### config.mk
export PLATFORM = sky130hd
export DESIGN_NAME = i2c_msg_sequencer
export DESIGN_NICKNAME = d
export VERILOG_FILES = /design/src/rtl/i2cseq_pkg.sv /design/src/rtl/seq_wait_timer.sv /design/src/rtl/seq_step_decode.sv /design/src/rtl/i2c_msg_sequencer.sv
export SDC_FILE = /design/constraint.sdc
export NUM_CORES = 1
export LEC_CHECK = 0
export ABC_CLOCK_PERIOD_IN_PS = 4200
export BUFFER_PORTS_ARGS = -buffer_cell sky130_fd_sc_hd__buf_2
export CAP_MARGIN = 20
export CELL_PAD_IN_SITES_DETAIL_PLACEMENT = 1
export CELL_PAD_IN_SITES_GLOBAL_PLACEMENT = 2
export CORE_MARGIN = 1
export CORE_UTILIZATION = 37
export DETAILED_ROUTE_END_ITERATION = 8
export HOLD_SLACK_MARGIN = 0.12
export PLACE_DENSITY = 0.92
export SETUP_SLACK_MARGIN = 0.3
export SYNTH_ARGS = -nofsm -noshare
export SYNTH_HDL_FRONTEND = slang
export SYNTH_HIERARCHICAL = 1
export SYNTH_SLANG_ARGS = --single-unit
### constraint.sdc
create_clock -name clk -period 4.2 [get_ports clk]
set_clock_uncertainty 0.05 [all_clocks]
set_input_delay 1.26 -clock clk [delete_from_list [all_inputs] [get_ports clk]]
set_output_delay 1.26 -clock clk [all_outputs]
set_load 0.05 [all_outputs]
### src/rtl/i2cseq_pkg.sv
package i2cseq_pkg;
  typedef enum logic [2:0] {
    CMD_NONE  = 3'd0,
    CMD_START = 3'd1,
    CMD_STOP  = 3'd2,
    CMD_SEND  = 3'd3,
    CMD_RECV  = 3'd4,
    CMD_RESET = 3'd5
  } cmd_e;

  typedef enum logic [2:0] {
    ERR_NONE  = 3'd0,
    ERR_BUSY  = 3'd1,
    ERR_NODEV = 3'd2,
    ERR_ABORT = 3'd3,
    ERR_ARB   = 3'd4,
    ERR_BUS   = 3'd5
  } err_e;

  localparam logic [7:0] ST_IDLE    = 8'hF8;
  localparam logic [7:0] ST_START   = 8'h08;
  localparam logic [7:0] ST_RSTART  = 8'h10;
  localparam logic [7:0] ST_AW_ACK  = 8'h18;
  localparam logic [7:0] ST_AW_NACK = 8'h20;
  localparam logic [7:0] ST_DW_ACK  = 8'h28;
  localparam logic [7:0] ST_DW_NACK = 8'h30;
  localparam logic [7:0] ST_ARB     = 8'h38;
  localparam logic [7:0] ST_AR_ACK  = 8'h40;
  localparam logic [7:0] ST_AR_NACK = 8'h48;
  localparam logic [7:0] ST_DR_ACK  = 8'h50;
  localparam logic [7:0] ST_DR_NACK = 8'h58;
  localparam logic [7:0] ST_SDA_LOW = 8'h70;
  localparam logic [7:0] ST_SCL_LOW = 8'h90;
  localparam logic [7:0] ST_ILLEGAL = 8'h00;

  typedef struct packed {
    logic issue;
    cmd_e cmd;
    logic ack;
    logic send_addr;
    logic send_wr;
    logic push;
    logic nb_inc;
    logic adv;
    logic fin;
    err_e err;
    logic unk;
  } act_t;
endpackage

### src/rtl/seq_wait_timer.sv
module seq_wait_timer #(
  parameter int TMO = 100000
) (
  input  logic clk,
  input  logic rst_n,
  input  logic run,
  output logic expired
);
  localparam int TW = $clog2(TMO + 1);
  localparam logic [TW-1:0] LAST = TW'(TMO - 1);

  logic [TW-1:0] cnt_q, cnt_d;

  always_comb begin
    cnt_d = cnt_q;
    if (!run)             cnt_d = '0;
    else if (cnt_q != LAST) cnt_d = cnt_q + TW'(1);
  end

  always_ff @(posedge clk or negedge rst_n) begin
    if (!rst_n) cnt_q <= '0;
    else        cnt_q <= cnt_d;
  end

  assign expired = run && (cnt_q == LAST);
endmodule

### src/rtl/seq_step_decode.sv
module seq_step_decode
  import i2cseq_pkg::*;
#(
  parameter int LEN_W = 8
) (
  input  logic [7:0]       status,
  input  logic [LEN_W-1:0] nb,
  input  logic [LEN_W-1:0] len,
  input  logic             last,
  output act_t             act
);
  logic [LEN_W:0] nb1, nb2, len_w;
  logic           more;

  assign nb1   = {1'b0, nb} + (LEN_W+1)'(1);
  assign nb2   = {1'b0, nb} + (LEN_W+1)'(2);
  assign len_w = {1'b0, len};
  assign more  = nb < len;

  always_comb begin
    act = '0;
    unique case (status)
      ST_IDLE: begin act.issue = 1'b1; act.cmd = CMD_START; end
      ST_START, ST_RSTART: begin
        act.issue = 1'b1; act.cmd = CMD_SEND; act.send_addr = 1'b1;
      end
      ST_AW_ACK, ST_DW_ACK: begin
        if (more) begin
          act.issue = 1'b1; act.cmd = CMD_SEND;
          act.send_wr = 1'b1; act.nb_inc = 1'b1;
        end else act.adv = 1'b1;
      end
      ST_AR_ACK: begin
        act.issue = 1'b1; act.cmd = CMD_RECV; act.ack = (len > LEN_W'(1));
      end
      ST_DR_ACK: begin
        if (more) begin
          act.push = 1'b1; act.nb_inc = 1'b1;
          act.issue = 1'b1; act.cmd = CMD_RECV; act.ack = (nb2 < len_w);
        end else act.adv = 1'b1;
      end
      ST_DR_NACK: begin
        if (nb1 == len_w) begin act.push = 1'b1; act.adv = 1'b1; end
        else begin
          act.issue = 1'b1; act.cmd = CMD_STOP; act.fin = 1'b1; act.err = ERR_ABORT;
        end
      end
      ST_AW_NACK, ST_AR_NACK: begin
        act.issue = 1'b1; act.cmd = CMD_STOP; act.fin = 1'b1; act.err = ERR_NODEV;
      end
      ST_DW_NACK: begin
        act.issue = 1'b1; act.cmd = CMD_STOP; act.fin = 1'b1; act.err = ERR_ABORT;
      end
      ST_ARB: begin
        act.issue = 1'b1; act.cmd = CMD_START; act.fin = 1'b1; act.err = ERR_ARB;
      end
      ST_SDA_LOW, ST_SCL_LOW, ST_ILLEGAL: begin
        act.issue = 1'b1; act.cmd = CMD_RESET; act.fin = 1'b1; act.err = ERR_BUS;
      end
      default: act.unk = 1'b1;
    endcase
    if (act.adv) begin
      act.issue = 1'b1;
      if (last) begin act.cmd = CMD_STOP; act.fin = 1'b1; act.err = ERR_NONE; end
      else        act.cmd = CMD_START;
    end
  end
endmodule

### src/rtl/i2c_msg_sequencer.sv
module i2c_msg_sequencer
  import i2cseq_pkg::*;
#(
  parameter int MSG_W = 4,
  parameter int LEN_W = 8,
  parameter int TMO   = 100000
) (
  input  logic             clk,
  input  logic             rst_n,
  input  logic             go,
  input  logic [MSG_W-1:0] msg_num,
  output logic [MSG_W-1:0] desc_idx,
  input  logic [6:0]       desc_addr,
  input  logic             desc_rd,
  input  logic [LEN_W-1:0] desc_len,
  input  logic [7:0]       wr_data,
  output logic             wr_take,
  output logic             rd_valid,
  output logic [7:0]       rd_data,
  input  logic [7:0]       eng_status,
  input  logic             eng_si,
  input  logic [7:0]       eng_rdata,
  output logic             eng_cmd_valid,
  output logic [2:0]       eng_cmd,
  output logic [7:0]       eng_wdata,
  output logic             eng_ack,
  output logic             bad_status,
  output logic             done,
  output logic [MSG_W-1:0] done_count,
  output logic [2:0]       done_err
);
  typedef enum logic [1:0] {S_IDLE, S_WAIT, S_RUN} st_e;
  localparam logic [MSG_W-1:0] M_ONE = MSG_W'(1);

  st_e              st_q, st_d;
  logic [MSG_W-1:0] cur_q, cur_d, dc_q, dc_d;
  logic [LEN_W-1:0] nb_q, nb_d;
  cmd_e             cmd_q, cmd_d;
  err_e             de_q, de_d;
  logic [7:0]       wd_q, wd_d, rdd_q, rdd_d;
  logic             cv_q, cv_d, ack_q, ack_d, wt_q, wt_d, rv_q, rv_d;
  logic             bad_q, bad_d, dn_q, dn_d;
  logic             last, expired, tmr_run;
  act_t             act;

  assign last    = ({1'b0, cur_q} + (MSG_W+1)'(1)) == {1'b0, msg_num};
  assign tmr_run = (st_q == S_WAIT) && (eng_status != ST_IDLE);

  seq_wait_timer #(.TMO(TMO)) u_timer (
    .clk(clk), .rst_n(rst_n), .run(tmr_run), .expired(expired)
  );

  seq_step_decode #(.LEN_W(LEN_W)) u_dec (
    .status(eng_status), .nb(nb_q), .len(desc_len), .last(last), .act(act)
  );

  always_comb begin
    st_d = st_q;   cur_d = cur_q; nb_d = nb_q;  cmd_d = cmd_q; wd_d = wd_q;
    ack_d = ack_q; rdd_d = rdd_q; dc_d = dc_q;  de_d = de_q;
    cv_d = 1'b0;   wt_d = 1'b0;   rv_d = 1'b0;  bad_d = 1'b0;  dn_d = 1'b0;
    unique case (st_q)
      S_IDLE: if (go) begin st_d = S_WAIT; cur_d = '0; nb_d = '0; end
      S_WAIT: begin
        if (eng_status == ST_IDLE) begin
          cv_d = 1'b1; cmd_d = CMD_START; ack_d = 1'b0; st_d = S_RUN;
        end else if (expired) begin
          dn_d = 1'b1; dc_d = '0; de_d = ERR_BUSY; st_d = S_IDLE;
        end
      end
      default: if (eng_si) begin
        if (act.issue)     begin cv_d = 1'b1; cmd_d = act.cmd; ack_d = act.ack; end
        if (act.send_addr) wd_d = {desc_addr, desc_rd};
        if (act.send_wr)   begin wd_d = wr_data; wt_d = 1'b1; end
        if (act.push)      begin rv_d = 1'b1; rdd_d = eng_rdata; end
        if (act.nb_inc)    nb_d = nb_q + LEN_W'(1);
        if (act.adv)       begin cur_d = cur_q + M_ONE; nb_d = '0; end
        bad_d = act.unk;
        if (act.fin) begin
          st_d = S_IDLE; dn_d = 1'b1; de_d = act.err;
          dc_d = act.adv ? cur_q + M_ONE : cur_q;
        end
      end
    endcase
  end

  always_ff @(posedge clk or negedge rst_n) begin
    if (!rst_n) begin
      st_q <= S_IDLE; cur_q <= '0; nb_q <= '0; cmd_q <= CMD_NONE; wd_q <= '0;
      ack_q <= 1'b0; rdd_q <= '0; dc_q <= '0; de_q <= ERR_NONE;
      cv_q <= 1'b0; wt_q <= 1'b0; rv_q <= 1'b0; bad_q <= 1'b0; dn_q <= 1'b0;
    end else begin
      st_q <= st_d; cur_q <= cur_d; nb_q <= nb_d; cmd_q <= cmd_d; wd_q <= wd_d;
      ack_q <= ack_d; rdd_q <= rdd_d; dc_q <= dc_d; de_q <= de_d;
      cv_q <= cv_d; wt_q <= wt_d; rv_q <= rv_d; bad_q <= bad_d; dn_q <= dn_d;
    end
  end

  assign desc_idx      = cur_q;
  assign wr_take       = wt_q;
  assign rd_valid      = rv_q;
  assign rd_data       = rdd_q;
  assign eng_cmd_valid = cv_q;
  assign eng_cmd       = cmd_q;
  assign eng_wdata     = wd_q;
  assign eng_ack       = ack_q;
  assign bad_status    = bad_q;
  assign done          = dn_q;
  assign done_count    = dc_q;
  assign done_err      = de_q;

  p_busy_no_cmd_r1: assert property (@(posedge clk) disable iff (!rst_n)
    (done && done_err == ERR_BUSY) |-> !eng_cmd_valid);
  p_take_on_send_r3: assert property (@(posedge clk) disable iff (!rst_n)
    wr_take |-> (eng_cmd_valid && eng_cmd == CMD_SEND));
  p_ok_ends_stop_r7: assert property (@(posedge clk) disable iff (!rst_n)
    (done && done_err == ERR_NONE) |-> (eng_cmd_valid && eng_cmd == CMD_STOP && done_count == msg_num));
  p_nodev_stop_r8: assert property (@(posedge clk) disable iff (!rst_n)
    (done && done_err == ERR_NODEV) |-> (eng_cmd_valid && eng_cmd == CMD_STOP));
  p_abort_stop_r9: assert property (@(posedge clk) disable iff (!rst_n)
    (done && done_err == ERR_ABORT) |-> (eng_cmd_valid && eng_cmd == CMD_STOP && !rd_valid));
  p_arb_start_r10: assert property (@(posedge clk) disable iff (!rst_n)
    (done && done_err == ERR_ARB) |-> (eng_cmd_valid && eng_cmd == CMD_START));
  p_bus_reset_r11: assert property (@(posedge clk) disable iff (!rst_n)
    (done && done_err == ERR_BUS) |-> (eng_cmd_valid && eng_cmd == CMD_RESET));
  p_unknown_quiet_r12: assert property (@(posedge clk) disable iff (!rst_n)
    bad_status |-> (!eng_cmd_valid && !done));
  p_push_after_read_r13: assert property (@(posedge clk) disable iff (!rst_n)
    rd_valid |-> ($past(eng_si) && ($past(eng_status) == ST_DR_ACK || $past(eng_status) == ST_DR_NACK)));
endmodule

==> flow_metrics.tcl, run 1 <==
set metrics [dict create \
    status "finished, final reports clean" \
    period_minus_slack_ns 3.573 \
    overflow 0 \
    synth-seq-cells 63 \
    fmax_mhz 279.9 \
    maxSlewViolCount 0 \
    clockRootBuffer "clkbuf_16" \
    setup_viol 0 \
    total_power_mw 2.160 \
    clk_path_buf_depth 2 \
    first_pass_iters 4 \
    place.gp.congestion 0.8388 \
    cpPeakStageDelay_ns 0.32 \
    rrSetupSlack_ns 1.08 \
    cts_num_sinks 63 \
    htreeDepth 3 \
    hold_viol 0 \
    maxCapViolations 0 \
    grt_pass1_vias 4040 \
    layout_common_cells "buf_2 (83), dfrtp_1 (63), nand2_1 (48), o21ai_0 (25), inv_1 (23)" \
    worstSetupPathType "primary input to flip-flop" \
    hold_path_class "flip-flop to flip-flop" \
    clk_latency_ns 0.33 \
    row_count 39 \
    crit_path_frequent_cell "a31o_2" \
    num_antenna_cells 0 \
    hp-start "eng_cmd[2]$_DFFE_PN0P_" \
    holdWs_ns 0.4506 \
    setup_tns_ns 0 \
    grt_pass1_wl_um 20360 \
    io_pins 84 \
    yosys_warnings 6 \
    ir_worst_vdd_v 0.0002468 \
    fp.dieW_um 110.0 \
    rsz0062_at_grt "false" \
    wire_per_inst_um 18.40 \
    synthTopCellsByArea "dfrtp_1 (37%), ha_1 (5.8%), nand2_1 (4.2%)" \
    die_h_um 110.0 \
    cts_tree "yes" \
    crit_buf_inv 2 \
    r2r-start "nb_q[1]$_DFFE_PN0P_" \
    holdPathStages 1 \
    placed_cell_area_um2 4816 \
    routed_wirelength_um 12770 \
    cpLargestDelayFamily "compound AO/OA/AOI/OAI gates" \
    final_layout_size_suffix_gt1_share_pct 25.05 \
    via_per_inst 5.633 \
    postSynthAreaPerCell_um2 9.140 \
    synth_cell_types 71 \
    grt_max_degree 32 \
    ff2ff_path_depth 10 \
    final_common_cell "buf_2" \
    drc 0 \
    final_cells 694 \
    first_iter_violations 193 \
    ys.flop_type "dfrtp_1" \
    cp-start-kind "primary input" \
    syn-cell-area_um2 4314 \
    holdPathEnd "eng_cmd[2]$_DFFE_PN0P_" \
    nets 614 \
    core_area_um2 11370 \
    syn_to_final_growth_pct 20.13 \
    critical_path.endpoint_type "flip-flop" \
    numPlacedInstances 677 \
    max_slew_margin_pct 49.78 \
    post-dp-hpwl_um 9092 \
    antenna_found_initial 0 \
    dieArea_um2 12100 \
    yosysTopAreaCell "dfrtp_1" \
    start_util_pct 37.94 \
    finalCritPeriodShare_pct 85.06 \
    io_buffers 83 \
    grt.total_usage_pct 21.75 \
    powerDensity_nw_per_um2 416.8 \
    detail-route-antenna-nets 0 \
    design_area_um2 5182 \
    worstPathRequired_ns 4.37 \
    p_leak_nw 2.505 \
    worst_pin_slew_ns 0.7428 \
    vias 3909 \
    yosysSeqAreaShare_pct 36.54 \
    path_cells "buf_2 > inv_1 > ha_1 > or2_2 > a21oi_1 > o21ai_2 > and4_1 > a31o_2 > o211ai_1 > nand2_1 > a31o_2" \
    cp_max_fo 9 \
    path_clk_slew_ns 0.06 \
    synth_cells 472 \
    crit_path_top_delay_cell "o211ai_1" \
    cts_inserted_buffers 9 \
    r2r_end "nb_q[1]$_DFFE_PN0P_" \
    synthArstFlopShare_pct 100.0 \
    synth_top_area_share_pct 36.54 \
    syn_nets 540 \
    critPathArrivalTime_ns 3.74 \
    synth_edf_count 0 \
]
[routing by layer]
metal | track usage [%] | share of wire, % | up-vias
li1 | - | - | 1877
met4 | 6.857 | 1.6 | 0
met1 | 27.96 | 46 | 1932
met3 | 3.469 | 3.0 | 21
met5 | 0 | 0 | -
met2 | 37.28 | 50 | 79
[report_power, final]
part	internal [mW]	leakage [nW]	total (mW)	switching, mW
Sequential	0.660	0.860	0.765	0.104
Combinational	0.187	1.47	0.511	0.324
Clock	0.588	0.171	0.885	0.297
[flip-flops by register name, indices dropped and copies added, names as in the netlist]
register	flops
eng_wdata	8
wr_take	1
done_count	4
st_q	2
bad_status	1
eng_cmd_valid	1
rd_valid	1
u_timer/cnt_q	17
rd_data	8
desc_idx	4
done_err	3
done	1
eng_cmd	3
eng_ack	1
nb_q	8
[Yosys cell counts (11+ instances only)]
cell type and count:
nand2_1 48, inv_1 23, xnor2_1 17, mux2i_1 15, nor2_1 19, nand3_1 17, a31oi_1 13, nand4_1 12
dfrtp_1 63, ha_1 20, o21ai_0 25, nor3_1 14, and3_1 11, a21oi_1 13, xor2_1 16, clkbuf_1 12
[final cells by class]
cell class / count / area [um2]
tap: 143 / 178.9
inverter: 23 / 86.33
clock buffer: 9 / 225.2
clock inverter: 7 / 125.1
multi-input combinational: 359 / 2522
timing repair buffer: 90 / 467.9
fill: 1343 / 6187
sequential: 63 / 1577
[worst max-delay path by stage]
stage	startpoint	to	slack, ns	cells after the start
floorplan	desc_len[1]	nb_q[6]$_DFFE_PN0P_	0.72	11
global placement	desc_len[1]	eng_wdata[4]$_DFFE_PN0P_	0.30	10
detailed placement	desc_len[1]	eng_wdata[1]$_DFFE_PN0P_	0.05	10
CTS	desc_len[1]	eng_wdata[3]$_DFFE_PN0P_	0.33	10
global route	desc_len[7]	st_q[0]$_DFFE_PN0P_	0.44	12
finish	desc_len[1]	nb_q[1]$_DFFE_PN0P_	0.63	11
[cells by family after synthesis]
group	after synthesis	share of synthesized area, %
xor gates and xnor gates	33	6.699
AOI/OAI and AO/OA	105	16.71
adders and majority gates	20	5.800
buffers and inverters	50	5.191
and+or+nand+nor	176	22.97
muxes	25	6.090
DFF	63	36.54
[per-stage QoR]
step | setup WS [ns] | utilization [%]
after global routing | 0.4427 | 45.58
after floorplan | 0.7152 | -
after detailed placement | 0.04711 | 42.36
after global placement | 0.2962 | 42.36
final | 0.6273 | 45.58
after CTS | 0.3301 | 45.44
[timing repair]
action,in CTS,in global routing
buffers inserted,0,1
hold buffers,0,0
endpoints found under the setup margin,0,17
gates resized for setup,0,2
hold endpoints to repair,0,0
(Power assumes the default switching activity.)
==> run 2: changes to the inputs <==
MAX_ROUTING_LAYER = met4   (was not set)
==> flow_metrics.tcl, run 2 (synthesized netlist as in run 1, its figures left out) <==
set metrics [dict create \
    final_layout_size_suffix_gt1_share_pct 25.05 \
    cp_max_fo 9 \
    cts_tree "yes" \
    p_switching_mw 0.7228 \
    r2r-start "nb_q[1]$_DFFE_PN0P_" \
    intPower_mw 1.435 \
    regArea_um2 1577 \
    ir_worst_vdd_v 0.0002478 \
    start_util_pct 37.94 \
    detail-route-antenna-nets 0 \
    fmax_mhz 279.8 \
    first_iter_violations 183 \
    first_pass_iters 4 \
    htreeDepth 3 \
    drc 0 \
    clock_power_share_pct 40.9 \
    setup_viol 0 \
    core_area_um2 11370 \
    maxSlewViolCount 0 \
    p_sw_share_pct 33.50 \
    setup_slack_ns 0.6260 \
    row_count 39 \
    layout_common_cells "buf_2 (83), dfrtp_1 (63), nand2_1 (48), o21ai_0 (25), inv_1 (23)" \
    startpoint "desc_len[1]" \
    path_clk_slew_ns 0.06 \
    syn_to_final_growth_pct 20.13 \
    clk_latency_ns 0.33 \
    num_antenna_cells 0 \
    rsz0062_at_grt "false" \
    hold_viol 0 \
    overflow 0 \
    clockRootBuffer "clkbuf_16" \
    post-dp-hpwl_um 9092 \
    io_buffers 83 \
    cp-start-kind "primary input" \
    top_register "u_timer/cnt_q" \
    place.gp.congestion 0.8518 \
    status "finished, final reports clean" \
    antenna_found_initial 0 \
    powerDensity_nw_per_um2 416.4 \
    grt_pass1_wl_um 20360 \
    ctsHoldBuffers 0 \
    max_slew_margin_pct 47.06 \
    finalCritPeriodShare_pct 85.10 \
    combPwrFrac_pct 23.6 \
    nets 614 \
    critical_path.endpoint_type "flip-flop" \
    largest_reg_flops 17 \
    dieArea_um2 12100 \
    fillers 1343 \
    cts_num_sinks 63 \
    worstPathRequired_ns 4.37 \
    io_pins 84 \
    final_common_cell "buf_2" \
    clk_path_buf_depth 2 \
    pre_cts_slack_ns 0.04711 \
    wire_per_inst_um 18.26 \
    cts_inserted_buffers 9 \
    multi_input_area_um2 2522 \
    hold_path_class "flip-flop to flip-flop" \
    grt_max_degree 32 \
    hp-start "eng_cmd[2]$_DFFE_PN0P_" \
    period_minus_slack_ns 3.574 \
    grt_pass1_vias 4050 \
    worst_pin_slew_ns 0.7831 \
    via_per_inst 5.664 \
    critPathArrivalTime_ns 3.74 \
    worstSetupPathType "primary input to flip-flop" \
    fp.dieW_um 110.0 \
    routed_wirelength_um 12680 \
    seqPwrFrac_pct 35.4 \
    grt.total_usage_pct 22.35 \
    setup_tns_ns 0 \
    die_h_um 110.0 \
    maxCapViolations 0 \
    vias 3931 \
    p_leak_nw 2.505 \
]
## run 2: cell type report
| class | count | area share (%) |
|---|---|---|
| Sequential cell | 63 | 30.42 |
| Clock inverter | 7 | 2.414 |
| Clock buffer | 9 | 4.346 |
| Tap cell | 143 | 3.452 |
| Timing Repair Buffer | 90 | 9.029 |
| Inverter | 23 | 1.666 |
| Multi-Input combinational cell | 359 | 48.67 |
## run 2: worst paths after layout
| check | to | slack, ns | depth (start not counted) |
|---|---|---|---|
| max | nb_q[1]$_DFFE_PN0P_ | 0.63 | 11 |
| min | eng_cmd[2]$_DFFE_PN0P_ | 0.45 | 1 |
| max reg2reg | nb_q[1]$_DFFE_PN0P_ | 1.08 | 10 |
| min reg2reg | eng_cmd[2]$_DFFE_PN0P_ | 0.45 | 1 |
| max in group asynchronous | u_timer/cnt_q[12]$_DFFE_PN0P_ | 2.44 | 2 |
| min in group asynchronous | rd_data[0]$_DFFE_PN0P_ | 0.93 | 1 |
## run 2: per-layer routing
| metal | vias to the layer above | share of wire [%] | global-route usage, % |
|---|---|---|---|
| li1 | 1873 | - | - |
| met5 | - | 0 | - |
| met4 | 0 | 1.8 | 7.429 |
| met3 | 23 | 3.6 | 3.116 |
| met2 | 85 | 50 | 37.19 |
| met1 | 1950 | 45 | 27.96 |
## run 2: timing repair
item | CTS | global route
setup buffers | 0 | 1
gates resized for setup | 0 | 2
endpoints found under the setup margin | 0 | 17
## run 2: metrics by stage
step | cells | cell area (um2) | hold WS (ns) | utilization, % | total power [mW]
3_3_place_gp | 677 | 4816 | 0.4100 | 42.36 | 1.250
6_report | 694 | 5182 | 0.4498 | 45.58 | 2.158
4_1_cts | 693 | 5166 | 0.4515 | 45.44 | 2.171
5_1_grt | 694 | 5182 | 0.4637 | 45.58 | 2.263
2_1_floorplan | 472 | 4314 | 0.4288 | - | 1.111
3_5_place_dp | 677 | 4816 | 0.4275 | 42.36 | 1.273
## run 2: power by group through the flow
stage	clock network [mW]	logic (mW)	registers [mW]
after floorplan	0	0.302	0.809
after global placement	0	0.486	0.764
after detailed placement	0	0.504	0.769
after CTS	0.896	0.514	0.761
after global routing	0.923	0.563	0.777
final	0.883	0.510	0.764
## run 2: worst max-delay path, stage by stage
cell      delay (ns)
buf_2           0.11
inv_1           0.10
ha_1            0.25
or2_2           0.27
a21oi_1         0.23
o21ai_2         0.18
and4_1          0.23
a31o_2          0.22
o211ai_1        0.32
nand2_1         0.26
a31o_2          0.29
==> run 3: changes to the inputs <==
GPL_TIMING_DRIVEN = 0   (was not set)
MAX_ROUTING_LAYER = not set   (was met4)
==> flow_metrics.tcl, run 3 (synthesized netlist as in run 1, its figures left out) <==
set metrics [dict create \
    clockRootBuffer "clkbuf_16" \
    cpPeakStageDelay_ns 0.41 \
    final_common_cell "buf_2" \
    ir_worst_vdd_v 0.0002180 \
    fmax_mhz 271.8 \
    largest_reg_flops 17 \
    hold_path_class "flip-flop to flip-flop" \
    cts_num_sinks 63 \
    grt_pass1_vias 3977 \
    start_util_pct 37.94 \
    place.gp.congestion 0.8331 \
    crit_path_top_delay_cell "o211ai_1" \
    regArea_um2 1577 \
    detail-route-antenna-nets 0 \
    drc 0 \
    first_pass_iters 4 \
    routed_wirelength_um 12480 \
    grt.total_usage_pct 21.31 \
    via_per_inst 5.583 \
    final_layout_size_suffix_gt1_share_pct 25.39 \
    cts_setup_buffers 0 \
    maxCapViolations 0 \
    multi_input_area_um2 2517 \
    clock_power_share_pct 39.1 \
    io_buffers 83 \
    combPwrFrac_pct 26.6 \
    dieArea_um2 12100 \
    max_slew_margin_pct 44.64 \
    fp.dieW_um 110.0 \
    grt_pass1_wl_um 20110 \
    grt_max_degree 64 \
    maxSlewViolCount 0 \
    holdWs_ns 0.4326 \
    placed_cell_area_um2 4911 \
    p_sw_share_pct 34.23 \
    rsz0062_at_grt "false" \
    cts_tree "yes" \
    cp_max_fo 10 \
    row_count 39 \
    hold_viol 0 \
    cts_inserted_buffers 9 \
    setup_viol 0 \
    clk_latency_ns 0.33 \
    path_cells "buf_2 > inv_1 > ha_1 > a211oi_1 > nand2_1 > o21ai_2 > o31ai_1 > buf_2 > o211ai_1 > nand2_1 > a31o_2" \
    total_power_mw 2.109 \
    io_pins 84 \
    cts_resized 1 \
    worstPathRequired_ns 4.37 \
    core_area_um2 11370 \
    top_register "u_timer/cnt_q" \
    p_leak_nw 2.541 \
    finalCritPeriodShare_pct 87.61 \
    post-dp-hpwl_um 9313 \
    antenna_found_initial 0 \
    critPathArrivalTime_ns 3.85 \
    worstSetupPathType "primary input to flip-flop" \
    seqPwrFrac_pct 34.3 \
    ctsHoldBuffers 0 \
    die_h_um 110.0 \
    critical_path.endpoint_type "flip-flop" \
    p_switching_mw 0.7218 \
    path_clk_slew_ns 0.06 \
    intPower_mw 1.387 \
    fillers 1357 \
    vias 3986 \
    status "finished, final reports clean" \
    nets 634 \
    wire_per_inst_um 17.48 \
    htreeDepth 3 \
    overflow 0 \
    powerDensity_nw_per_um2 401.9 \
    clk_path_buf_depth 2 \
    period_minus_slack_ns 3.679 \
    design_area_um2 5246 \
    syn_to_final_growth_pct 21.61 \
    worst_pin_slew_ns 0.8304 \
    layout_common_cells "buf_2 (89), dfrtp_1 (63), nand2_1 (48), o21ai_0 (25), inv_1 (23)" \
    cp-start-kind "primary input" \
    num_antenna_cells 0 \
    first_iter_violations 227 \
]
-- run 3: final timing paths --
check | depth (start not counted) | end | slack (ns) | start
worst max register to register | 12 | nb_q[6]$_DFFE_PN0P_ | 0.96 | nb_q[2]$_DFFE_PN0P_
worst min register to register | 2 | eng_wdata[1]$_DFFE_PN0P_ | 0.43 | eng_wdata[1]$_DFFE_PN0P_
worst max-delay path | 11 | nb_q[1]$_DFFE_PN0P_ | 0.52 | desc_len[5]
min in group asynchronous | 1 | eng_wdata[2]$_DFFE_PN0P_ | 0.98 | rst_n
worst min-delay path | 2 | eng_wdata[1]$_DFFE_PN0P_ | 0.43 | eng_wdata[1]$_DFFE_PN0P_
max in group asynchronous | 1 | u_timer/cnt_q[0]$_DFFE_PN0P_ | 2.58 | rst_n
-- run 3: per-layer routing --
layer	global-route usage, %	part of all wire, %	vias up
met2	35.36	49	61
met1	28.96	48	2009
met5	0	0	-
met4	4.762	0.99	0
met3	3.704	2.9	12
li1	-	-	1904
-- run 3: per-stage QoR --
stage	worst slack, ns	cells	TNS [ns]	util [%]
2_1_floorplan	0.7152	472	0	-
3_3_place_gp	0.1283	698	0	43.17
3_5_place_dp	-0.02186	698	-0.07777	43.19
4_1_cts	0.4637	714	0	46.13
5_1_grt	0.3317	714	0	46.14
6_report	0.5205	714	0	46.14
-- run 3: cell type report --
type	count	area share [%]
multi-input combinational	359	47.98
sequential	63	30.05
timing repair buffer	83	7.966
clock buffer	9	4.293
tap	143	3.410
buffer	27	2.647
clock inverter	7	2.003
inverter	23	1.646
-- run 3: power groups by stage --
stage	logic, mW	clock network (mW)	registers (mW)
6_report	0.561	0.825	0.722
5_1_grt	0.622	0.863	0.733
4_1_cts	0.563	0.841	0.722
3_5_place_dp	0.557	0	0.732
3_3_place_gp	0.534	0	0.728
2_1_floorplan	0.302	0	0.809
-- run 3: worst max-delay path: cells and delay by family --
kind	cells	cell delay (ns)
buffers and inverters	3	0.42
and+or+nand+nor	2	0.38
AOI/OAI and AO/OA	5	1.46
adders and majority gates	1	0.30
